<file path="src/rtl/gpio_grp_pkg.sv">
package gpio_grp_pkg;

    localparam int PW        = 8;
    localparam int NPORT_DEF = 9;

    typedef enum logic [1:0] {
        RS_DIR  = 2'd0,
        RS_DOUT = 2'd1,
        RS_STAT = 2'd2,
        RS_MODE = 2'd3
    } reg_sel_e;

    typedef struct packed {
        logic [PW-1:0] dir;
        logic [PW-1:0] dout;
        logic [PW-1:0] mode;
    } port_cfg_t;

    // port 0 in the low byte / nibble
    localparam logic [NPORT_DEF*8-1:0] DEF_BASES =
        {8'h88, 8'h80, 8'h90, 8'hA0, 8'hB0, 8'hC0, 8'hD0, 8'hE0, 8'hF0};
    localparam logic [NPORT_DEF*4-1:0] DEF_WIDTHS =
        {4'd8, 4'd7, 4'd8, 4'd5, 4'd8, 4'd4, 4'd8, 4'd8, 4'd6};

    function automatic logic [PW-1:0] width_mask(input logic [3:0] w);
        logic [PW-1:0] m;
        for (int i = 0; i < PW; i++) begin
            m[i] = (i < int'(w));
        end
        return m;
    endfunction

endpackage

</file>
<file path="src/rtl/gpio_cluster_regs.sv">
module gpio_cluster_regs
    import gpio_grp_pkg::*;
#(
    parameter logic [7:0]    BASE = 8'hF0,
    parameter logic [PW-1:0] MASK = 8'hFF
) (
    input  logic          clk,
    input  logic          rst,
    input  logic          win_en,
    input  logic [7:0]    addr,
    input  logic [PW-1:0] wdata,
    input  logic          we,
    output port_cfg_t     cfg,
    output logic          hit,
    output reg_sel_e      sel
);

    assign hit = win_en && (addr[7:2] == BASE[7:2]);
    assign sel = reg_sel_e'(addr[1:0]);

    always_ff @(posedge clk) begin
        if (rst) begin
            cfg <= '0;
        end else if (we && hit) begin
            case (sel)
                RS_DIR:  cfg.dir  <= wdata & MASK;
                RS_DOUT: cfg.dout <= wdata & MASK;
                RS_MODE: cfg.mode <= wdata & MASK;
                default: ;   // status index is read-only
            endcase
        end
    end

endmodule

</file>
<file path="src/rtl/gpio_pin_sync.sv">
module gpio_pin_sync #(
    parameter int W = 8
) (
    input  logic         clk,
    input  logic         rst,
    input  logic [W-1:0] d,
    output logic [W-1:0] q
);

    logic [W-1:0] stage1;

    always_ff @(posedge clk) begin
        if (rst) begin
            stage1 <= '0;
            q      <= '0;
        end else begin
            stage1 <= d;
            q      <= stage1;
        end
    end

endmodule

</file>
<file path="src/rtl/gpio_pad_drive.sv">
module gpio_pad_drive
    import gpio_grp_pkg::*;
#(
    parameter logic [PW-1:0] MASK = 8'hFF
) (
    input  port_cfg_t     cfg,
    output logic [PW-1:0] oe,
    output logic [PW-1:0] out
);

    // push-pull: enable follows direction; open-drain: enable only to pull low
    always_comb begin
        oe  = MASK & cfg.dir & (cfg.mode | ~cfg.dout);
        out = MASK & cfg.dout & cfg.mode;
    end

endmodule

</file>
<file path="src/rtl/gpio_bank_group.sv">
module gpio_bank_group
    import gpio_grp_pkg::*;
#(
    parameter int                 NPORT  = NPORT_DEF,
    parameter logic [NPORT*8-1:0] BASES  = DEF_BASES,
    parameter logic [NPORT*4-1:0] WIDTHS = DEF_WIDTHS
) (
    input  logic                  clk,
    input  logic                  rst,
    input  logic                  cfg_win_en,
    input  logic [7:0]            cfg_addr,
    input  logic [7:0]            cfg_wdata,
    input  logic                  cfg_we,
    output logic [7:0]            cfg_rdata,
    input  logic [NPORT*PW-1:0]   pad_in,
    output logic [NPORT*PW-1:0]   pad_oe,
    output logic [NPORT*PW-1:0]   pad_out
);

    localparam int PADW = NPORT * PW;

    logic [PW-1:0] rd_vec [NPORT];

    for (genvar p = 0; p < NPORT; p++) begin : g_port
        localparam logic [7:0]    PBASE = BASES[p*8 +: 8];
        localparam logic [PW-1:0] PMASK = width_mask(WIDTHS[p*4 +: 4]);

        port_cfg_t     cfg;
        logic          hit;
        reg_sel_e      sel;
        logic [PW-1:0] status;

        gpio_cluster_regs #(.BASE(PBASE), .MASK(PMASK)) u_regs (
            .clk    (clk),
            .rst    (rst),
            .win_en (cfg_win_en),
            .addr   (cfg_addr),
            .wdata  (cfg_wdata),
            .we     (cfg_we),
            .cfg    (cfg),
            .hit    (hit),
            .sel    (sel)
        );

        gpio_pin_sync #(.W(PW)) u_sync (
            .clk (clk),
            .rst (rst),
            .d   (pad_in[p*PW +: PW] & PMASK),
            .q   (status)
        );

        gpio_pad_drive #(.MASK(PMASK)) u_drv (
            .cfg (cfg),
            .oe  (pad_oe[p*PW +: PW]),
            .out (pad_out[p*PW +: PW])
        );

        always_comb begin
            rd_vec[p] = '0;
            if (hit) begin
                case (sel)
                    RS_DIR:  rd_vec[p] = cfg.dir;
                    RS_DOUT: rd_vec[p] = cfg.dout;
                    RS_STAT: rd_vec[p] = status;
                    RS_MODE: rd_vec[p] = cfg.mode;
                    default: rd_vec[p] = '0;
                endcase
            end
        end
    end

    // groups never overlap, so an OR of the per-port reads is the mux
    always_comb begin
        cfg_rdata = '0;
        for (int p = 0; p < NPORT; p++) begin
            cfg_rdata = cfg_rdata | rd_vec[p];
        end
    end

    logic unused_padw;
    assign unused_padw = (PADW == 0);

endmodule

</file>
<file path="config.mk">
export PLATFORM = sky130hd
export DESIGN_NAME = gpio_bank_group
export DESIGN_NICKNAME = d
export VERILOG_FILES = /design/src/rtl/gpio_grp_pkg.sv /design/src/rtl/gpio_cluster_regs.sv /design/src/rtl/gpio_pin_sync.sv /design/src/rtl/gpio_pad_drive.sv /design/src/rtl/gpio_bank_group.sv
export SDC_FILE = /design/constraint.sdc
export NUM_CORES = 1
export LEC_CHECK = 0
export BUFFER_PORTS_ARGS = -buffer_cell sky130_fd_sc_hd__buf_2
export CAP_MARGIN = 15
export CORE_UTILIZATION = 56
export CTS_CLUSTER_DIAMETER = 40
export DETAILED_ROUTE_END_ITERATION = 10
export GPL_TIMING_DRIVEN = 1
export PLACE_DENSITY = 0.78
export REMOVE_ABC_BUFFERS = 1
export SLEW_MARGIN = 25
export SYNTH_ARGS = -nofsm -noshare
export SYNTH_HDL_FRONTEND = slang
export SYNTH_SLANG_ARGS = --single-unit
</file>
<file path="constraint.sdc">
create_clock -name clk -period 3.26 [get_ports clk]
set_input_delay 0.652 -clock clk [delete_from_list [all_inputs] [get_ports clk]]
set_output_delay 0.652 -clock clk [all_outputs]
set_load 0.01 [all_outputs]
</file>
Word-level counts from Yosys, hierarchy flattened
Cells that the tools add are included.
W data, S select, Z words.
{ "totals": {"register_bits": 330, "latchBits": 0, "ram_bits": 0, "rom_bits": 0, "input_bits": 92, "output_inout_bits": 152, "memories": 0} }
{ "classes": {"add_sub_neg": 0, "n_mul": 0, "div_mod_pow": 0, "order_cmp": 0, "eq_ne": 12, "n_shift": 0, "n_mux": 18, "bitwise_logic": 44, "n_reduce_logical": 46} }
{ "ops": {"columns": ["cell", "n"], "rows": [
  ["$pmux W8 S4", 9],
  ["$or A8 B8 Y8", 13],
  ["$and A8 B8 Y8", 10],
  ["$mux W8", 9],
  ["$eq A6 B6 Y1 const B", 9],
  ["$reduce_and A2 Y1", 27],
  ["$not A8 Y8", 5],
  ["$logic_and A1 B1 Y1", 18],
  ["$and A4 B8 Y8", 1],
  ["$and A5 B8 Y8", 1],
  ["$and A6 B8 Y8", 1],
  ["$and A7 B8 Y8", 1],
  ["$not A4 Y8", 1],
  ["$not A5 Y8", 1],
  ["$not A6 Y8", 1],
  ["$not A7 Y8", 1],
  ["$or A4 B8 Y8", 1],
  ["$or A5 B8 Y8", 1],
  ["$or A6 B8 Y8", 1],
  ["$or A7 B8 Y8", 1],
  ["$and A7 B7 Y7", 1],
  ["$and A6 B6 Y6", 1],
  ["$and A5 B5 Y5", 1],
  ["$and A4 B4 Y4", 1],
  ["other kinds (3)", 4]
]} }

Logic depth before layout (Yosys ltp)
{ "logic_depth": {"word_depth": 11, "ltp_mapped": 7, "mapped_depth_nobuf": 4} }

Hierarchy
From an unflattened synthesis, not the netlist that was laid out.
{ "unflattened": {"hier_cells": 1609, "area_unflattened_um2": 16499.6} }
{ "by_module_without_submodules": {"columns": ["mod", "n_inst", "cells_each", "area_per_inst_um2", "seq_area_each_um2"], "rows": [
  ["gpio_pin_sync", 9, 33, 464.2, 320.3],
  ["gpio_bank_group", 1, 293, 2436.1, 0.0],
  ["gpio_cluster_regs at g_port[1].u_regs ...", 2, 100, 1077.3, 480.5],
  ["gpio_cluster_regs at g_port[8].u_regs", 1, 98, 1061.0, 480.5],
  ["gpio_cluster_regs at g_port[6].u_regs", 1, 100, 1058.5, 480.5],
  ["gpio_cluster_regs at g_port[4].u_regs", 1, 98, 1039.7, 480.5],
  ["gpio_cluster_regs at g_port[7].u_regs", 1, 91, 948.4, 420.4],
  ["gpio_cluster_regs at g_port[0].u_regs", 1, 82, 879.6, 360.3],
  ["gpio_cluster_regs at g_port[5].u_regs", 1, 75, 768.2, 300.3],
  ["gpio_pad_drive at g_port[1].u_drv ...", 5, 24, 150.1, 0.0],
  ["gpio_cluster_regs at g_port[3].u_regs", 1, 65, 659.4, 240.2],
  ["gpio_pad_drive at g_port[7].u_drv", 1, 24, 145.1, 0.0],
  ["gpio_pad_drive at g_port[0].u_drv", 1, 23, 142.6, 0.0],
  ["gpio_pad_drive at g_port[5].u_drv", 1, 22, 140.1, 0.0],
  ["gpio_pad_drive at g_port[3].u_drv", 1, 21, 137.6, 0.0]
]} }

Least setup slack after synthesis
No wires, ideal clock.
{ "synth_timing": {"path_kind": "input-to-output", "startpoint": "input cfg_addr[0]", "endpoint": "output cfg_rdata[3]", "t_arrival_ns": 2.168, "required_ns": 2.608, "setup_slack_ns": 0.440, "stages": 6, "n_path_buf": 2, "path_cell_list": "buf_2 buf_2 mux4_2 a22oi_1 nor2_1 or3_1"} }
{ "synth_between": {"elab_chain_len": 11, "word_cells_on_any_way": 30, "cone_classes": "3 x eq/ne; 18 x mux; 8 x bitwise; 1 x reduce/logical"} }
{ "synth_lines": {"columns": ["element", "line", "rtl"], "rows": [
  ["start: declaration", "gpio_bank_group.sv:11", "input logic [7:0] cfg_addr,"],
  ["$eq A2 B2 Y1 (tied with other cells)", "gpio_bank_group.sv:61", "case (sel)"],
  ["$pmux W8 S4", "gpio_bank_group.sv:61", null],
  ["$mux W8", "gpio_bank_group.sv:60", "if (hit) begin"],
  ["$or A8 B8 Y8 (7 in series)", "gpio_bank_group.sv:76", "cfg_rdata = cfg_rdata | rd_vec[p];"],
  ["$or A8 B8 Y8 *", "gpio_bank_group.sv:76", null],
  ["end: declaration", "gpio_bank_group.sv:14", "output logic [7:0] cfg_rdata,"]
]} }
Every way passes the cells marked *; elsewhere a longest branch is shown, timed or not.

Worst setup path in the final report
{ "layout_timing": {"startpoint": "input cfg_addr[1]", "endpoint": "output cfg_rdata[6]"} }
The elaborated chain is that of the path after synthesis.

==> summary.md <==
| Metric | Value |
|---|---|
| Status | completed |
| Final worst path period share | 0.988 |
| Clock power share | 0.528 |
| Postcts setup bufs | 0 |
| Hold path cells | 2 |
| Leakage Power | roughly 7.2 nW |
| Hold_sp | pad_in[44] |
| Final setup viols | 0 |
| WS Path Type | input pin to output pin |
| CTS tree | yes |
| DRC Markers | 0 |
| Depth of the CTS H-tree | 2 |
| Initial DRC count | just over 900 |
| Cell Area, Synth | 13700 um2 |
| IO buf count | around 210 |
| Clk sinks | 310 |
| Ratio of cells with drive above 1 in the final layout | 0.277 |
| Synth Instances | between 1000 and 1500 |
| Gpl congestion | approximately 0.83 |
| Post-synthesis register bit count | a little over 300 |
| Synth cell types | 47 |
| RR Endpoint | g_port[5].u_regs.cfg[0]$_SDFFE_PP0P_ |
| Row count | 56 |
| Clk_skew | approximately 0.010 ns |
| GRT overflow | 0 |
| Non-Filler Instances | 1864 |
| RSZ-0062 raised after global routing | false |
| Relative slew slack | 0.535 |
| Worst Tran Pin Value | 0.698 ns |
| Die Area | 25000 um2 |
| IO Count | approximately 240 |
| Crit path top cell by count | buf_12 |
| Pwr Total | 9.18 mW |
| Post-detailed-route count of antenna-violating nets | 0 |
| Vias in the first global route | approximately 10000 |
| Hold WC Path Type | input pin to flop |
| Final WL | 35.5 mm |
| Max layer used | met4 |
| First-pass GRT wire length | around 54 mm |
| Worst path bufs/invs | 5 |
| Critical Path RT | around 2.6 ns |
| Startpoint class of the critical path | input pin |
| Total Routing Usage GR | 0.287 |
| Layout fillers | roughly 1800 |
| Met3 wire len | 2.39 mm |
| Multi-input logic area | 6730 um2 |
| Fin. Hold Viols | 0 |
| Critical Path End Type | output pin |
| CTS clock-pin slew for the worst setup and hold paths | 0.06 ns |
| RR Startpoint | g_port[5].u_regs.cfg[0]$_SDFFE_PP0P_ |
| Fmax | around 310 MHz |
| R2R setup slack | about 2.5 ns |
| Final Critical Period | between 3 and 4 ns |
| Die Y | roughly 160 um |
| Max Cap Viol | 0 |
| Share of flip-flops with an asynchronous set or reset | 0 |
| Yosys warning total | 0 |
| Worst-Skew Late Latency | roughly 0.53 ns |
| Switching power share of the total | 0.215 |
| CP arrival | between 2 and 3 ns |
| Gate power share | 0.049 |
| Cts bufs inserted | 41 |
| Drt first pass iters | 5 |
| Worst hold path endpoint | g_port[5].u_sync.stage1[4]$_SDFF_PP0_ |
| Number of synthesized flops with an enable pin | 0 |
| Die Width | around 160 um |
| Cell Chain, Critical Path | buf_8, buf_12, buf_12, buf_12, mux4_2, mux2i_1, o22a_1, o41ai_1, buf_2 |
| Initial antenna violation count | 4 |
| Worst-path maximum fanout | 12 |
| WL met2 | between 15 and 20 mm |
| Area Overhead vs Synth | 22.4% |
| Worst path slowest cell | mux4_2 |
| Hold Buf Count CTS | 0 |
| Final HPWL DP | approximately 24 mm |
| Starting density of the core | 0.576 |
| CP delay by family, top | multiplexers |
| Switching power | 1.97 mW |
| PD cells | ~550 nW/um2 |
| Core region area | 23700 um2 |
| Peak VDD IR | roughly 390 uV |
| Mean area per synthesized cell | approximately 11 um2 |
| Via Count | between 10000 and 15000 |
| Reg area | slightly above 6000 um2 |
| Largest net degree at the start of global routing | a little under 100 |
| DRT met1 WL | between 15 and 20 mm |
| Slowest cell delay on critical path | approximately 0.48 ns |
| Placed Instances | between 1500 and 2000 |
| Sequential area share after synthesis | 0.455 |
| Average wire per standard cell | between 15 and 20 um |
| Internal Dissipation | slightly above 7 mW |
| Max clock buf depth | 3 |
| Nets | 1600 |
| Root Buffer | clkbuf_16 |
| Flop pwr share | 0.423 |
| Via/cell ratio | ~5.5 |
| Top_reg_cell synth | dfxtp_1 |
| R2R cell count | 2 |
| Slew Viols, Final | 0 |
[layout make-up]
type	instances	share of cell area
inverter	63	0.0141
multi-input combinational	823	0.403
timing repair buffer	269	0.0970
clock buffer	58	0.0725
sequential	310	0.371
tap	319	0.0239
antenna	4	0.000599
clock inverter	18	0.0177
[metrics by stage]
| stage | setup TNS [ns] | hold slack (ns) | util | setup WS, ns | cell area [um2] |
|---|---|---|---|---|---|
| 6_report | 0 | 0.326 | 0.706 | 0.0382 | 16700 |
| 2_1_floorplan | 0 | 0.414 | - | 0.152 | 13100 |
| 3_5_place_dp | -0.111 | 0.420 | 0.639 | -0.0527 | 15100 |
| 3_3_place_gp | -0.0223 | 0.418 | 0.639 | -0.0182 | 15100 |
| 5_1_grt | 0 | 0.327 | 0.706 | 0.0107 | 16700 |
| 4_1_cts | 0 | 0.320 | 0.704 | 0.0282 | 16700 |
[cells in the mapped netlist, types with 3 or more instances]
cell type,count,share of area
a21boi_0,64,0.035
a21oi_1,10,0.0037
a22oi_1,14,0.0077
and2_1,62,0.028
buf_2,14,0.0051
buf_4,26,0.014
buf_6,8,0.0066
clkbuf_1,59,0.016
dfxtp_1,310,0.45
inv_1,63,0.017
mux2i_1,187,0.14
mux4_1,7,0.013
mux4_2,55,0.091
nand2_1,10,0.0028
nand3_1,26,0.0095
nand4_1,4,0.0018
nand4_2,3,0.0028
nor2_1,183,0.050
nor2b_1,126,0.058
nor3_4,10,0.012
nor4_4,4,0.0062
o21ai_0,3,0.0011
o22ai_1,3,0.0014
or4_1,4,0.0022
[cell usage in the layout, fill, tap and decap left out, drive strengths merged, types with 28 or more instances in the layout]
cell type | synthesis | layout
nor2b | 126 | 126
a21boi | 64 | 64
dfxtp | 310 | 310
inv | 63 | 66
nor2 | 184 | 184
nand3 | 28 | 28
and2 | 62 | 62
mux4 | 62 | 62
clkbuf | 59 | 59
mux2i | 187 | 187
buf | 49 | 268
[metal layers]
layer  up-vias  global-route usage
li1       4791                   -
met1      4962               0.383
met2       434               0.467
met3        66              0.0389
met4         0               0.120
met5         -                   0
[logic make-up (layout without fill, tap and decap cells)]
family | Yosys count | count (layout) | synth area share
multiplexers | 249 | 249 | 0.241
AND/OR/NAND/NOR | 453 | 453 | 0.190
other | 1 | 24 | 0.000275
buffers and inverters | 171 | 408 | 0.0599
AO/OA/AOI/OAI | 101 | 101 | 0.0534
flip-flops | 310 | 310 | 0.455
[worst max-delay path by stage]
stage	from	depth (start not counted)	slack (ns)	to
floorplan	cfg_win_en	4	0.15	g_port[2].u_regs.cfg[16]$_SDFFE_PP0P_
global placement	cfg_addr[1]	7	-0.02	cfg_rdata[3]
detailed placement	cfg_addr[1]	7	-0.05	cfg_rdata[3]
CTS	cfg_addr[0]	8	0.03	cfg_rdata[0]
global route	cfg_addr[1]	8	0.01	cfg_rdata[1]
finish	cfg_addr[1]	9	0.04	cfg_rdata[6]
[sequential cells by signal, indices dropped and copies added, names as in the netlist]
name / count
g_port.u_regs.cfg: 186
g_port.u_sync.stage1: 62
g_port.u_sync.q: 62
[power groups by stage]
| stage | clock, mW | combinational [mW] | sequential, mW |
|---|---|---|---|
| 2_1_floorplan | 0 | 0.156 | 3.95 |
| 3_3_place_gp | 0 | 0.434 | 3.96 |
| 3_5_place_dp | 0 | 0.440 | 3.96 |
| 4_1_cts | 4.88 | 0.444 | 3.88 |
| 5_1_grt | 5.06 | 0.483 | 3.89 |
| 6_report | 4.85 | 0.452 | 3.88 |
[repair_timing]
action / in CTS / in global routing
pin swaps: 0 / 0
endpoints found under the setup margin: 6 / 3
gates resized for setup: 4 / 3
gates cloned: 0 / 1
Power figures use the tool's default switching activity.
